## src/rtl/nib_pkg.sv

```systemverilog
package nib_pkg;

    localparam int NIB_W   = 4;
    localparam int REG_CNT = 16;
    localparam int BYTE_W  = 8;

    typedef enum logic [2:0] {
        CMD_DATA,
        CMD_WADDR,
        CMD_RADDR,
        CMD_END,
        CMD_OTHER
    } cmd_e;

    typedef struct packed {
        cmd_e             cmd;
        logic             hi;
        logic [NIB_W-1:0] nib;
    } byte_dec_t;

    typedef enum logic [2:0] {
        ST_IDLE,
        ST_WR_REG,
        ST_WR_BUF_LO,
        ST_WR_BUF_HI,
        ST_RD_REG,
        ST_RD_BUF_LO,
        ST_RD_BUF_HI
    } st_e;

endpackage

```

## src/rtl/nib_cmd_decode.sv

```systemverilog
module nib_cmd_decode
    import nib_pkg::*;
(
    input  logic [BYTE_W-1:0] bus_byte,
    output byte_dec_t         dec
);

    always_comb begin
        dec.hi  = bus_byte[4];
        dec.nib = bus_byte[NIB_W-1:0];
        unique case (bus_byte[7:5])
            3'b111:  dec.cmd = CMD_END;
            3'b010:  dec.cmd = CMD_WADDR;
            3'b110:  dec.cmd = CMD_RADDR;
            3'b000:  dec.cmd = CMD_DATA;
            default: dec.cmd = CMD_OTHER;
        endcase
    end

endmodule

```

## src/rtl/nib_reg_bank.sv

```systemverilog
module nib_reg_bank
    import nib_pkg::*;
(
    input  logic                    clk,
    input  logic                    rst_n,
    input  logic                    we,
    input  logic [NIB_W-1:0]        waddr,
    input  logic                    whi,
    input  logic [NIB_W-1:0]        wnib,
    input  logic [NIB_W-1:0]        raddr,
    input  logic                    rhi,
    output logic [NIB_W-1:0]        rnib,
    output logic [REG_CNT*BYTE_W-1:0] bank_flat
);

    logic [BYTE_W-1:0] regs [REG_CNT];

    for (genvar i = 0; i < REG_CNT; i++) begin : g_reg
        always_ff @(posedge clk) begin
            if (!rst_n) begin
                regs[i] <= '0;
            end else if (we && waddr == NIB_W'(i)) begin
                if (whi) regs[i][BYTE_W-1:NIB_W] <= wnib;
                else     regs[i][NIB_W-1:0]      <= wnib;
            end
        end
        assign bank_flat[i*BYTE_W +: BYTE_W] = regs[i];

        // a nibble write touches only the selected half
        assert_lo_nibble_R3: assert property (@(posedge clk) disable iff (!rst_n)
            we && waddr == NIB_W'(i) && !whi |=>
                regs[i][NIB_W-1:0] == $past(wnib) && $stable(regs[i][BYTE_W-1:NIB_W]));
        assert_hi_nibble_R3: assert property (@(posedge clk) disable iff (!rst_n)
            we && waddr == NIB_W'(i) && whi |=>
                regs[i][BYTE_W-1:NIB_W] == $past(wnib) && $stable(regs[i][NIB_W-1:0]));
    end

    always_comb begin
        rnib = rhi ? regs[raddr][BYTE_W-1:NIB_W] : regs[raddr][NIB_W-1:0];
    end

endmodule

```

## src/rtl/nib_pkt_buf.sv

```systemverilog
module nib_pkt_buf
    import nib_pkg::*;
#(
    parameter int DEPTH = 32,
    localparam int PW   = $clog2(DEPTH)
)(
    input  logic              clk,
    input  logic              rst_n,
    input  logic              we,
    input  logic [PW-1:0]     waddr,
    input  logic [BYTE_W-1:0] wdata,
    input  logic [PW-1:0]     raddr,
    output logic [BYTE_W-1:0] rdata
);

    logic [BYTE_W-1:0] mem [DEPTH];

    always_ff @(posedge clk) begin
        if (!rst_n) begin
            for (int k = 0; k < DEPTH; k++) mem[k] <= '0;
        end else if (we) begin
            mem[waddr] <= wdata;
        end
    end

    assign rdata = mem[raddr];

    // a committed byte is present at its slot on the next cycle
    logic              chk_v;
    logic [PW-1:0]     chk_a;
    logic [BYTE_W-1:0] chk_d;
    always_ff @(posedge clk) begin
        if (!rst_n) begin
            chk_v <= 1'b0;
            chk_a <= '0;
            chk_d <= '0;
        end else begin
            chk_v <= we;
            chk_a <= waddr;
            chk_d <= wdata;
        end
    end
    assert_byte_lands_R6: assert property (@(posedge clk) disable iff (!rst_n)
        chk_v |-> mem[chk_a] == chk_d);

endmodule

```

## src/rtl/nib_port_if.sv

```systemverilog
module nib_port_if
    import nib_pkg::*;
#(
    parameter int BUF_DEPTH = 32,   // power of two; pointer wraps naturally
    parameter int BUF_OFF   = 14,
    localparam int PW       = $clog2(BUF_DEPTH)
)(
    input  logic                      clk,
    input  logic                      rst_n,
    input  logic [BYTE_W-1:0]         host_data,
    input  logic                      host_wr,
    output logic [BYTE_W-1:0]         host_status,
    output logic [REG_CNT*BYTE_W-1:0] reg_bank
);

    localparam logic [NIB_W-1:0] BUF_SEL = NIB_W'(BUF_OFF);

    byte_dec_t          dec;
    st_e                state, nxt_state;
    logic [NIB_W-1:0]   addr, nxt_addr;
    logic               rd_hi, nxt_rd_hi;
    logic [PW-1:0]      ptr, nxt_ptr;
    logic [NIB_W-1:0]   lo_hold, nxt_lo_hold;
    logic               reg_we, mem_we;
    logic [NIB_W-1:0]   reg_rnib;
    logic [BYTE_W-1:0]  mem_rdata;
    logic [NIB_W-1:0]   stat_nib;
    logic               in_read;

    nib_cmd_decode u_dec (
        .bus_byte (host_data),
        .dec      (dec)
    );

    nib_reg_bank u_bank (
        .clk       (clk),
        .rst_n     (rst_n),
        .we        (reg_we),
        .waddr     (addr),
        .whi       (dec.hi),
        .wnib      (dec.nib),
        .raddr     (addr),
        .rhi       (rd_hi),
        .rnib      (reg_rnib),
        .bank_flat (reg_bank)
    );

    nib_pkt_buf #(.DEPTH(BUF_DEPTH)) u_buf (
        .clk   (clk),
        .rst_n (rst_n),
        .we    (mem_we),
        .waddr (ptr),
        .wdata ({dec.nib, lo_hold}),
        .raddr (ptr),
        .rdata (mem_rdata)
    );

    assign in_read = (state == ST_RD_REG) || (state == ST_RD_BUF_LO) ||
                     (state == ST_RD_BUF_HI);

    // State register
    always_ff @(posedge clk) begin
        if (!rst_n) begin
            state   <= ST_IDLE;
            addr    <= '0;
            rd_hi   <= 1'b0;
            ptr     <= '0;
            lo_hold <= '0;
        end else begin
            state   <= nxt_state;
            addr    <= nxt_addr;
            rd_hi   <= nxt_rd_hi;
            ptr     <= nxt_ptr;
            lo_hold <= nxt_lo_hold;
        end
    end

    // Transition logic
    always_comb begin
        nxt_state   = state;
        nxt_addr    = addr;
        nxt_rd_hi   = rd_hi;
        nxt_ptr     = ptr;
        nxt_lo_hold = lo_hold;
        reg_we      = 1'b0;
        mem_we      = 1'b0;
        if (host_wr) begin
            unique case (dec.cmd)
                CMD_END: nxt_state = ST_IDLE;
                CMD_WADDR: begin
                    if (state == ST_IDLE) begin
                        nxt_addr = dec.nib;
                        if (dec.nib == BUF_SEL) begin
                            nxt_state   = ST_WR_BUF_LO;
                            nxt_ptr     = '0;
                            nxt_lo_hold = '0;
                        end else begin
                            nxt_state = ST_WR_REG;
                        end
                    end
                end
                CMD_RADDR: begin
                    if (state == ST_IDLE || in_read) begin
                        if (dec.nib == BUF_SEL) begin
                            if (state == ST_RD_BUF_HI && !dec.hi) begin
                                nxt_state = ST_RD_BUF_LO;
                                nxt_ptr   = ptr + PW'(1);
                            end else if (state == ST_RD_BUF_LO && dec.hi) begin
                                nxt_state = ST_RD_BUF_HI;
                            end else if (state == ST_IDLE || state == ST_RD_REG) begin
                                nxt_state = dec.hi ? ST_RD_BUF_HI : ST_RD_BUF_LO;
                                nxt_ptr   = '0;
                            end
                        end else begin
                            nxt_state = ST_RD_REG;
                            nxt_addr  = dec.nib;
                            nxt_rd_hi = dec.hi;
                        end
                    end
                end
                CMD_DATA: begin
                    unique case (state)
                        ST_WR_REG: reg_we = 1'b1;
                        ST_WR_BUF_LO: begin
                            if (dec.hi) begin
                                mem_we    = 1'b1;
                                nxt_ptr   = ptr + PW'(1);
                                nxt_state = ST_WR_BUF_HI;
                            end else begin
                                nxt_lo_hold = dec.nib;
                            end
                        end
                        ST_WR_BUF_HI: begin
                            if (!dec.hi) begin
                                nxt_lo_hold = dec.nib;
                                nxt_state   = ST_WR_BUF_LO;
                            end
                        end
                        default: ;
                    endcase
                end
                default: ;
            endcase
        end
    end

    // Output logic
    always_comb begin
        unique case (state)
            ST_RD_REG:    stat_nib = reg_rnib;
            ST_RD_BUF_LO: stat_nib = mem_rdata[NIB_W-1:0];
            ST_RD_BUF_HI: stat_nib = mem_rdata[BYTE_W-1:NIB_W];
            default:      stat_nib = '0;
        endcase
        host_status = {1'b0, stat_nib, 3'b000};
    end

    // ---------------- assertions ----------------
    logic [BYTE_W-1:0] chk_last;
    logic              chk_last_v;
    always_ff @(posedge clk) begin
        if (!rst_n) begin
            chk_last   <= '0;
            chk_last_v <= 1'b0;
        end else if (host_wr) begin
            chk_last   <= host_data;
            chk_last_v <= 1'b1;
        end
    end

    assert_end_idle_R2: assert property (@(posedge clk) disable iff (!rst_n)
        host_wr && host_data[7:5] == 3'b111 |=> state == ST_IDLE);

    assert_dup_stable_R5: assert property (@(posedge clk) disable iff (!rst_n)
        host_wr && chk_last_v && host_data == chk_last |=>
            $stable(state) && $stable(ptr) && $stable(reg_bank));

    assert_ptr_step_R6: assert property (@(posedge clk) disable iff (!rst_n)
        mem_we |=> ptr == PW'($past(ptr) + PW'(1)));

    assert_status_quiet_R8: assert property (@(posedge clk) disable iff (!rst_n)
        !in_read |-> host_status == '0);

    assert_mem_only_in_wr_R9: assert property (@(posedge clk) disable iff (!rst_n)
        mem_we |-> state == ST_WR_BUF_LO);

endmodule

```

## config.mk

```make
export PLATFORM = sky130hd
export DESIGN_NAME = nib_port_if
export DESIGN_NICKNAME = d
export VERILOG_FILES = /design/src/rtl/nib_pkg.sv /design/src/rtl/nib_cmd_decode.sv /design/src/rtl/nib_reg_bank.sv /design/src/rtl/nib_pkt_buf.sv /design/src/rtl/nib_port_if.sv
export SDC_FILE = /design/constraint.sdc
export NUM_CORES = 1
export LEC_CHECK = 0
export BUFFER_PORTS_ARGS = -buffer_cell sky130_fd_sc_hd__buf_4
export CORE_ASPECT_RATIO = 0.9
export CORE_MARGIN = 2
export CORE_UTILIZATION = 30
export CTS_BUF_LIST = sky130_fd_sc_hd__clkbuf_8
export DETAILED_ROUTE_END_ITERATION = 8
export PLACE_DENSITY = 0.54
export REMOVE_ABC_BUFFERS = 1
export SLEW_MARGIN = 20
export SYNTH_ARGS = -nofsm -noshare
export SYNTH_HDL_FRONTEND = slang
export SYNTH_SLANG_ARGS = --single-unit
```

## constraint.sdc

```tcl
create_clock -name clk -period 3.21 [get_ports clk]
set_clock_uncertainty 0.15 [all_clocks]
set_input_delay 0.4815 -clock clk [delete_from_list [all_inputs] [get_ports clk]]
set_output_delay 0.4815 -clock clk [all_outputs]
set_load 0.01 [all_outputs]
```

## Yosys cells after proc, flatten, opt, wreduce, memory -nomap -nowiden

Memory sizes are Yosys's and may differ from the RTL's. A register that Yosys moved wholly into a read port is not among the register bits.
Cells that the tools add are included.
Widths: inputs -> output; s select.

- Flip-flop bits (word level): 17
- Bits in writable memories: 384
- Input bits: 11
- Output and inout port bits: 136
- Word-level logic and storage cells: 303
- Memories: 2

Memories:

| memory | depth | bits a word | rd ports | clocked after memory_dff | write ports | RTL line | text |
|---|---|---|---|---|---|---|---|
| u_buf.mem | 32 | 8 | 1 | 1 | 32 | nib_pkt_buf.sv:16 | `logic [BYTE_W-1:0] mem [DEPTH];` |
| u_bank.regs | 16 | 8 | 17 | 1 | 16 | nib_reg_bank.sv:16 | `logic [BYTE_W-1:0] regs [REG_CNT];` |

- Add/subtract/negate cells: 1
- Equal/unequal tests: 43
- Muxes and demuxes: 181
- Bitwise logic cells: 33
- Reduce and logical (&&, ||, !) cells: 38

Operators by type and width:

| kind | number |
|---|---|
| $mux 4 | 42 |
| $mux 1 | 109 |
| $mux 5 | 12 |
| $eq 4x4->1 const B | 9 |
| $or 1x1->1 | 32 |
| $mux 3 | 8 |
| $pmux 3 s4 | 2 |
| $logic_and 1x1->1 | 18 |
| $eq 4x3->1 const B | 4 |
| $ne 2x2->1 const B | 8 |
| $pmux 4 s2 | 2 |
| $eq 3x2->1 const B | 5 |
| $eq 3x3->1 const B | 5 |
| $pmux 5 s3 | 1 |
| $ne 3x3->1 const B | 4 |
| $pmux 4 s3 | 1 |
| $reduce_and 10->1 | 1 |
| $logic_not 3->1 | 3 |
| $eq 4x2->1 const B | 2 |
| $mux 8 | 1 |
| $reduce_and 8->1 | 1 |
| $reduce_or 8->1 | 1 |
| $eq 3x1->1 const B | 2 |
| $pmux 3 s2 | 1 |
| 17 further kinds | 22 |

## Depth between registers and ports, before layout

Gate-level depths: netlist of run 1.

- Depth after elaboration: 10
- Mapped depth: 9
- Depth with buffers taken out: 5

## Cells and area by module

From an unflattened synthesis of run 1, not the netlist that was laid out.

- Cells, all modules: 1325
- Area, all modules: 19388.6 µm²

By module, submodules not included:

| module | instances | cells each | area each (µm²) | sequential area each (µm²) |
|---|---|---|---|---|
| nib_pkt_buf | 1 | 732 | 11816.3 | 7687.4 |
| nib_reg_bank | 1 | 427 | 6243.5 | 3843.7 |
| nib_port_if | 1 | 156 | 1263.7 | 340.3 |
| nib_cmd_decode | 1 | 10 | 65.1 | 0.0 |

## Worst setup path before layout of run 1

Ideal clock, no wire load.

- Path kind: input to register
- From: input host_data[5]
- To: memory u_bank.regs[12][0], enable pin
- Library setup time: 361 ps
- Data arrival time: 2233 ps
- Required time: 2699 ps
- Path slack: 466 ps
- Stages on the path: 8
- Path buffers: 3
- Cell sequence: buf_2 nor2b_2 nand2_1 nor4b_1 or3b_1 clkbuf_1 buf_2 o21ai_0

RTL lines:

| element | RTL line | text |
|---|---|---|
| from (decl) | nib_port_if.sv:10 | `input logic [BYTE_W-1:0] host_data,` |
| to (decl) | nib_reg_bank.sv:16 |  |

==> impl_metrics.env, run 1 <==
export IMPL_fin_ws_ps=-338.3
export IMPL_synth_cell_types=59
export IMPL_finalCriticalPeriod_ps=3548
export IMPL_portBuffers=142
export IMPL_antenna_found_initial=5
export IMPL_syn_avg_cell_area_um2=13.95
export IMPL_synth_fa_ha_area_share_pct=0.2613
export IMPL_fmax_ghz=0.2818
export IMPL_cts_tree="built"
export IMPL_synth_ff_type="edfxtp_1"
export IMPL_antenna_left=0
export IMPL_nets=1668
export IMPL_cts_path_max_buffers=3
export IMPL_total_leakage_power_nw=8.279
export IMPL_grt_pass1_vias=12837
export IMPL_cts_root_buf="clkbuf_8"
export IMPL_critPathMaxFanout=15
export IMPL_drcViolationCount=0
export IMPL_status="finished, violations left"
export IMPL_register_area_um2=12060
export IMPL_max_cap_viol_count=0
export IMPL_multi_input_area_um2=6688
export IMPL_grt_use_total_pct=17.67
export IMPL_dp_slack_ps=210.6
export IMPL_rows=87
export IMPL_slew_violations=0
export IMPL_grt_pass1_wl_um=85930
export IMPL_drive_gt1_share_pct=31.61
export IMPL_violations="negative setup slack"
export IMPL_synth_xor_area_share_pct=0.04572
export IMPL_end_kind="output port"
export IMPL_clock_sinks=410
export IMPL_synth_compound_area_share_pct=4.213
export IMPL_postSynthCellCount=1373
export IMPL_area_growth_pct=23.51
export IMPL_synth_top_family_by_area="simple AND/OR/NAND/NOR gates"
export IMPL_core_area_um2=62920
export IMPL_synth_simple_gate_area_share_pct=15.80
export IMPL_vias=12663
export IMPL_critPathRequiredTime_ps=2580
export IMPL_place_gp_congestion=0.8280
export IMPL_overflow=0
export IMPL_critical_path_class="reg2out"
export IMPL_grt_max_degree=53
export IMPL_drtPass1Iterations=5
export IMPL_power_density_nw_per_um2=483.6
export IMPL_finalSetupTns_ps=-977.0
export IMPL_ys_seq_area_share_pct=62.91
export IMPL_initial_utilization_pct=30.45
export IMPL_rsz0062_at_grt="true"
export IMPL_timing_slew_headroom_pct=36.08
export IMPL_arrival_ps=2920
export IMPL_cts_buffers=71
export IMPL_h_tree_depth=3
export IMPL_ys_warn_count=0
export IMPL_syn_area_um2=19160
export IMPL_die_h_um=243.7
export IMPL_vias_per_cell=4.970
export IMPL_hold_class="in2reg"
export IMPL_finalWirelength_um=58790
export IMPL_die_width_um=270.4
export IMPL_clk_pin_slew_worst_paths_ps=60
export IMPL_setup_viol=4
export IMPL_hpwl_um=39430
export IMPL_critPathLaunchType="flop"
export IMPL_muxShareOfSynthArea_pct=14.14
export IMPL_first_iter_violations=1174
export IMPL_tightest_slew_ps=950.0
export IMPL_die_area_um2=65900
export IMPL_nFillCells=6091
export IMPL_synth_edf_count=384
export IMPL_hold_viol=0
export IMPL_ioPinCount=147
export IMPL_synth_seq_cells=410
export IMPL_async_reset_ff_share_pct=0
export IMPL_vdd_ir_drop_max_mv=0.2502
export IMPL_fin_crit_sh_pct=110.5
export IMPL_clock_latency_ps=640
export IMPL_route_detailed_wl_per_inst_um=23.07
==> cells by family after synthesis <==
logic type | Yosys count
xor gates and xnor gates | 1
and+or+nand+nor | 573
DFF | 410
adders and majority gates | 4
buffers and inverters | 114
AOI/OAI and AO/OA | 127
muxes | 143
other | 1
==> stage by stage <==
stage	instances	area, µm²	utilization, %	hold WS [ps]	total power [mW]
after global routing	2548	23660	37.60	55.46	11.82
final	2548	23660	37.60	48.72	11.44
after global placement	2410	22050	35.04	376.1	6.911
after floorplan	1268	18690	-	353.3	6.486
after detailed placement	2410	22050	35.04	394.9	6.918
after CTS	2546	23650	37.58	5.149	11.57
==> synth_stat cells, types with 2 or more instances <==
cell type | n | area [µm²]
edfxtp_1 | 384 | 11530
and2_1 | 258 | 1614
nor2_1 | 177 | 664.4
mux4_2 | 102 | 2297
clkbuf_1 | 71 | 266.5
o21ai_0 | 67 | 335.3
nand2_1 | 60 | 225.2
mux2i_1 | 40 | 400.4
dfxtp_1 | 26 | 520.5
buf_2 | 19 | 95.09
nand3_1 | 16 | 80.08
nand3b_1 | 13 | 97.59
a21boi_0 | 11 | 82.58
buf_4 | 11 | 82.58
nand2b_1 | 10 | 62.56
nor2b_1 | 10 | 62.56
a21oi_1 | 8 | 40.04
a22oi_1 | 6 | 45.04
buf_1 | 6 | 22.52
inv_1 | 6 | 22.52
o211ai_1 | 6 | 45.04
nor3_1 | 5 | 25.02
a31oi_1 | 4 | 25.02
ha_1 | 4 | 50.05
o22ai_1 | 4 | 25.02
or2_2 | 3 | 18.77
or3_1 | 3 | 18.77
or3b_2 | 3 | 26.28
a211oi_1 | 2 | 15.01
a21boi_1 | 2 | 15.01
a21o_1 | 2 | 15.01
a221oi_1 | 2 | 17.52
a32oi_1 | 2 | 17.52
and3_1 | 2 | 12.51
nand4_1 | 2 | 12.51
nand4b_1 | 2 | 17.52
o31a_1 | 2 | 17.52
==> path summary, 6_finish.rpt <==
| kind | from | endpoint | slack (ps) | depth (start not counted) |
|---|---|---|---|---|
| max | flop | host_status[5] | -340 | 7 |
| min | host_data[0] | u_buf.mem[28][4] | 50 | 2 |
| max reg2reg | state[1] | u_buf.mem[16][2] | 420 | 6 |
| min reg2reg | ptr[1] | ptr[1] | 420 | 2 |
==> where the power goes <==
part / internal (mW) / leakage [nW] / switching (mW)
registers: 6.04 / 4.02 / 0.104
logic: 0.294 / 3.52 / 0.387
clock network: 2.43 / 0.734 / 2.19
==> per-layer routing <==
metal  part of all wire (%)  vias up  routed length [µm]  global-route usage [%]
li1                       -     5616                   -                       -
met1                     44     6462               25730                   24.53
met2                     47      476               27460                   27.53
met3                    6.4      105                3761                   2.967
met4                    3.1        4                1809                   7.150
met5                  0.056        -                  33                       0
==> cells in the final DEF (no fill, tap or decap), drive strengths merged, types with 4 or more instances in the layout <==
cell,instances
bufinv,4
clkinv,22
nor2b,11
nand2,60
inv,24
nor2,177
conb,4
a21boi,13
o211ai,6
clkinvlp,5
and2,258
mux2i,40
nand2b,10
buf,310
mux4,102
nand3,16
or3b,4
ha,4
dfxtp,26
a22oi,7
edfxtp,384
a31oi,4
nand3b,13
a21oi,8
clkbuf,73
o22ai,4
o21ai,68
nor3,6
==> flip-flops by register name, indices dropped and copies added, names as in the netlist, named ones only <==
name         cells
addr             4
lo_hold          4
ptr              5
rd_hi            1
state            3
u_bank.regs    128
u_buf.mem      256
==> critical path: stages, from the launching register on <==
cell	delay, ps
dfxtp_2	340
buf_12	160
mux4_2	580
mux4_2	470
nand4_1	100
o31a_1	260
o211ai_1	180
buf_4	180
==> layout make-up <==
class                   instances  area share, %
flip-flops and latches        410          50.98
multi-input cells             852          28.27
repair buffers                312          10.58
well taps                     845          4.469
clock buffers                  73          4.246
clock inverters                49          1.348
inverters                       6        0.09519
diodes                          1        0.01058
==> repair_timing <==
item,in CTS,in global routing
gates cloned,1,0
setup buffers,12,1
hold buffers,1,0
endpoints found under the setup margin,4,4
gates resized for setup,24,1
endpoints found under the hold margin,2,0
pin swaps,5,0
(Power assumes the default switching activity.)
==> run 2: changes to the inputs <==
--- a/config.mk
+++ b/config.mk
@@ -13,6 +13,7 @@
 export DETAILED_ROUTE_END_ITERATION = 8
 export PLACE_DENSITY = 0.54
 export REMOVE_ABC_BUFFERS = 1
+export SKIP_CTS_REPAIR_TIMING = 1
 export SLEW_MARGIN = 20
 export SYNTH_ARGS = -nofsm -noshare
 export SYNTH_HDL_FRONTEND = slang
==> impl_metrics.env, run 2 (synthesis gave the netlist of run 1 again) <==
export IMPL_grt_pass1_vias=12699
export IMPL_antenna_found_initial=7
export IMPL_drtPass1Iterations=7
export IMPL_drive_gt1_share_pct=31.30
export IMPL_clock_latency_ps=640
export IMPL_clk_pin_slew_worst_paths_ps=60
export IMPL_cts_tree="built"
export IMPL_die_area_um2=65900
export IMPL_vdd_ir_drop_max_mv=0.2482
export IMPL_min_to="lo_hold[3]"
export IMPL_rsz0062_at_grt="true"
export IMPL_critPathLaunchType="flop"
export IMPL_timing_slew_headroom_pct=36.20
export IMPL_power_density_nw_per_um2=484.5
export IMPL_cp_slowest_cell="mux4_2"
export IMPL_setup_viol=4
export IMPL_drcViolationCount=0
export IMPL_vias=12555
export IMPL_fin_ws_ps=-382.4
export IMPL_hold_viol=0
export IMPL_reg2reg_depth=6
export IMPL_reg_top3="u_buf.mem (256), u_bank.regs (128), ptr (5)"
export IMPL_status="finished, violations left"
export IMPL_die_width_um=270.4
export IMPL_violations="negative setup slack"
export IMPL_grt_max_degree=53
export IMPL_crit_chain="buf_12, mux4_2, mux4_2, o211ai_1, buf_4, o211ai_1, buf_4"
export IMPL_grt_use_total_pct=17.45
export IMPL_fmax_ghz=0.2784
export IMPL_hold_class="in2reg"
export IMPL_place_gp_congestion=0.8280
export IMPL_arrival_ps=2960
export IMPL_h_tree_depth=3
export IMPL_slew_violations=0
export IMPL_grt_pass1_wl_um=84720
export IMPL_overflow=0
export IMPL_dp_slack_ps=210.6
export IMPL_worstReg2RegEnd="u_buf.mem[24][3]"
export IMPL_finalInstanceArea_um2=23600
export IMPL_finalPower_mw=11.43
export IMPL_nets=1669
export IMPL_total_leakage_power_nw=8.262
export IMPL_timing_hold_ws_ps=27.35
export IMPL_portBuffers=142
export IMPL_route_detailed_wl_per_inst_um=22.98
export IMPL_first_iter_violations=1363
export IMPL_layout_common_cells="edfxtp_1 (384), buf_4 (301), and2_1 (258), nor2_1 (177), mux4_2 (102)"
export IMPL_hpwl_um=39430
export IMPL_tightest_slew_ps=948.2
export IMPL_rows=87
export IMPL_cts_root_buf="clkbuf_8"
export IMPL_hold_start="host_data[3]"
export IMPL_finalWirelength_um=58610
export IMPL_r2r_start="state[1]"
export IMPL_critPathMaxFanout=17
export IMPL_critical_path_class="reg2out"
export IMPL_antenna_left=0
export IMPL_initial_utilization_pct=30.45
export IMPL_vias_per_cell=4.922
export IMPL_regToRegSetupSlack_ps=430
export IMPL_clock_sinks=410
export IMPL_fin_crit_sh_pct=111.9
export IMPL_core_area_um2=62920
export IMPL_die_h_um=243.7
export IMPL_largest_register="u_buf.mem"
export IMPL_finalCriticalPeriod_ps=3592
export IMPL_cts_buffers=71
export IMPL_end_kind="output port"
export IMPL_area_growth_pct=23.19
export IMPL_critPathRequiredTime_ps=2580
export IMPL_critPathMaxStageDelay_ps=530
export IMPL_whs_path_depth=3
export IMPL_cts_path_max_buffers=3
export IMPL_final_common_cell="edfxtp_1"
export IMPL_finalSetupTns_ps=-1235
export IMPL_placed_cell_area_um2=22050
export IMPL_max_cap_viol_count=0
export IMPL_largest_register_ffs=256
export IMPL_ioPinCount=147
[run 2: layer usage]
metal	wire (µm)	vias up	GRT usage [%]	share of wire, %
li1	-	5619	-	-
met1	25830	6379	24.13	44
met2	27140	452	26.71	46
met3	3746	101	3.351	6.4
met4	1861	4	7.637	3.2
met5	33	-	0	0.056
[run 2: per-stage QoR]
stage	cells	utilization (%)
2_1_floorplan	1268	-
3_3_place_gp	2410	35.04
3_5_place_dp	2410	35.04
4_1_cts	2532	37.15
5_1_grt	2551	37.51
6_report	2551	37.51
[run 2: how the worst max path moves through the flow]
stage | start | endpoint | slack (ps) | cells after the start
finish | flop | host_status[6] | -380 | 7
global route | flop | host_status[6] | -460 | 7
CTS | flop | host_status[6] | -510 | 7
detailed placement | flop | host_status[6] | 210 | 7
global placement | flop | host_status[6] | 220 | 7
floorplan | flop | host_status[4] | -1120 | 4
[run 2: worst max-delay path, delay by kind of cell, from the launching register on]
kind | cells | cell delay [ps]
mux | 2 | 1060
buf+inv | 3 | 550
compound gates | 2 | 370
flops | 1 | 340
[run 2: where the power goes]
| part | internal [mW] | switching, mW |
|---|---|---|
| sequential | 6.04 | 0.105 |
| clock | 2.43 | 2.19 |
| combinational | 0.289 | 0.384 |
[run 2: cell type report]
| class | instances | area [µm²] |
|---|---|---|
| fill | 6085 | 39320 |
| sequential | 410 | 12060 |
| multi-input combinational | 852 | 6643 |
| timing repair buffer | 313 | 2486 |
| tap | 845 | 1057 |
| clock buffer | 73 | 1005 |
| clock inverter | 49 | 319.1 |
| inverter | 6 | 22.52 |
| antenna | 3 | 7.507 |
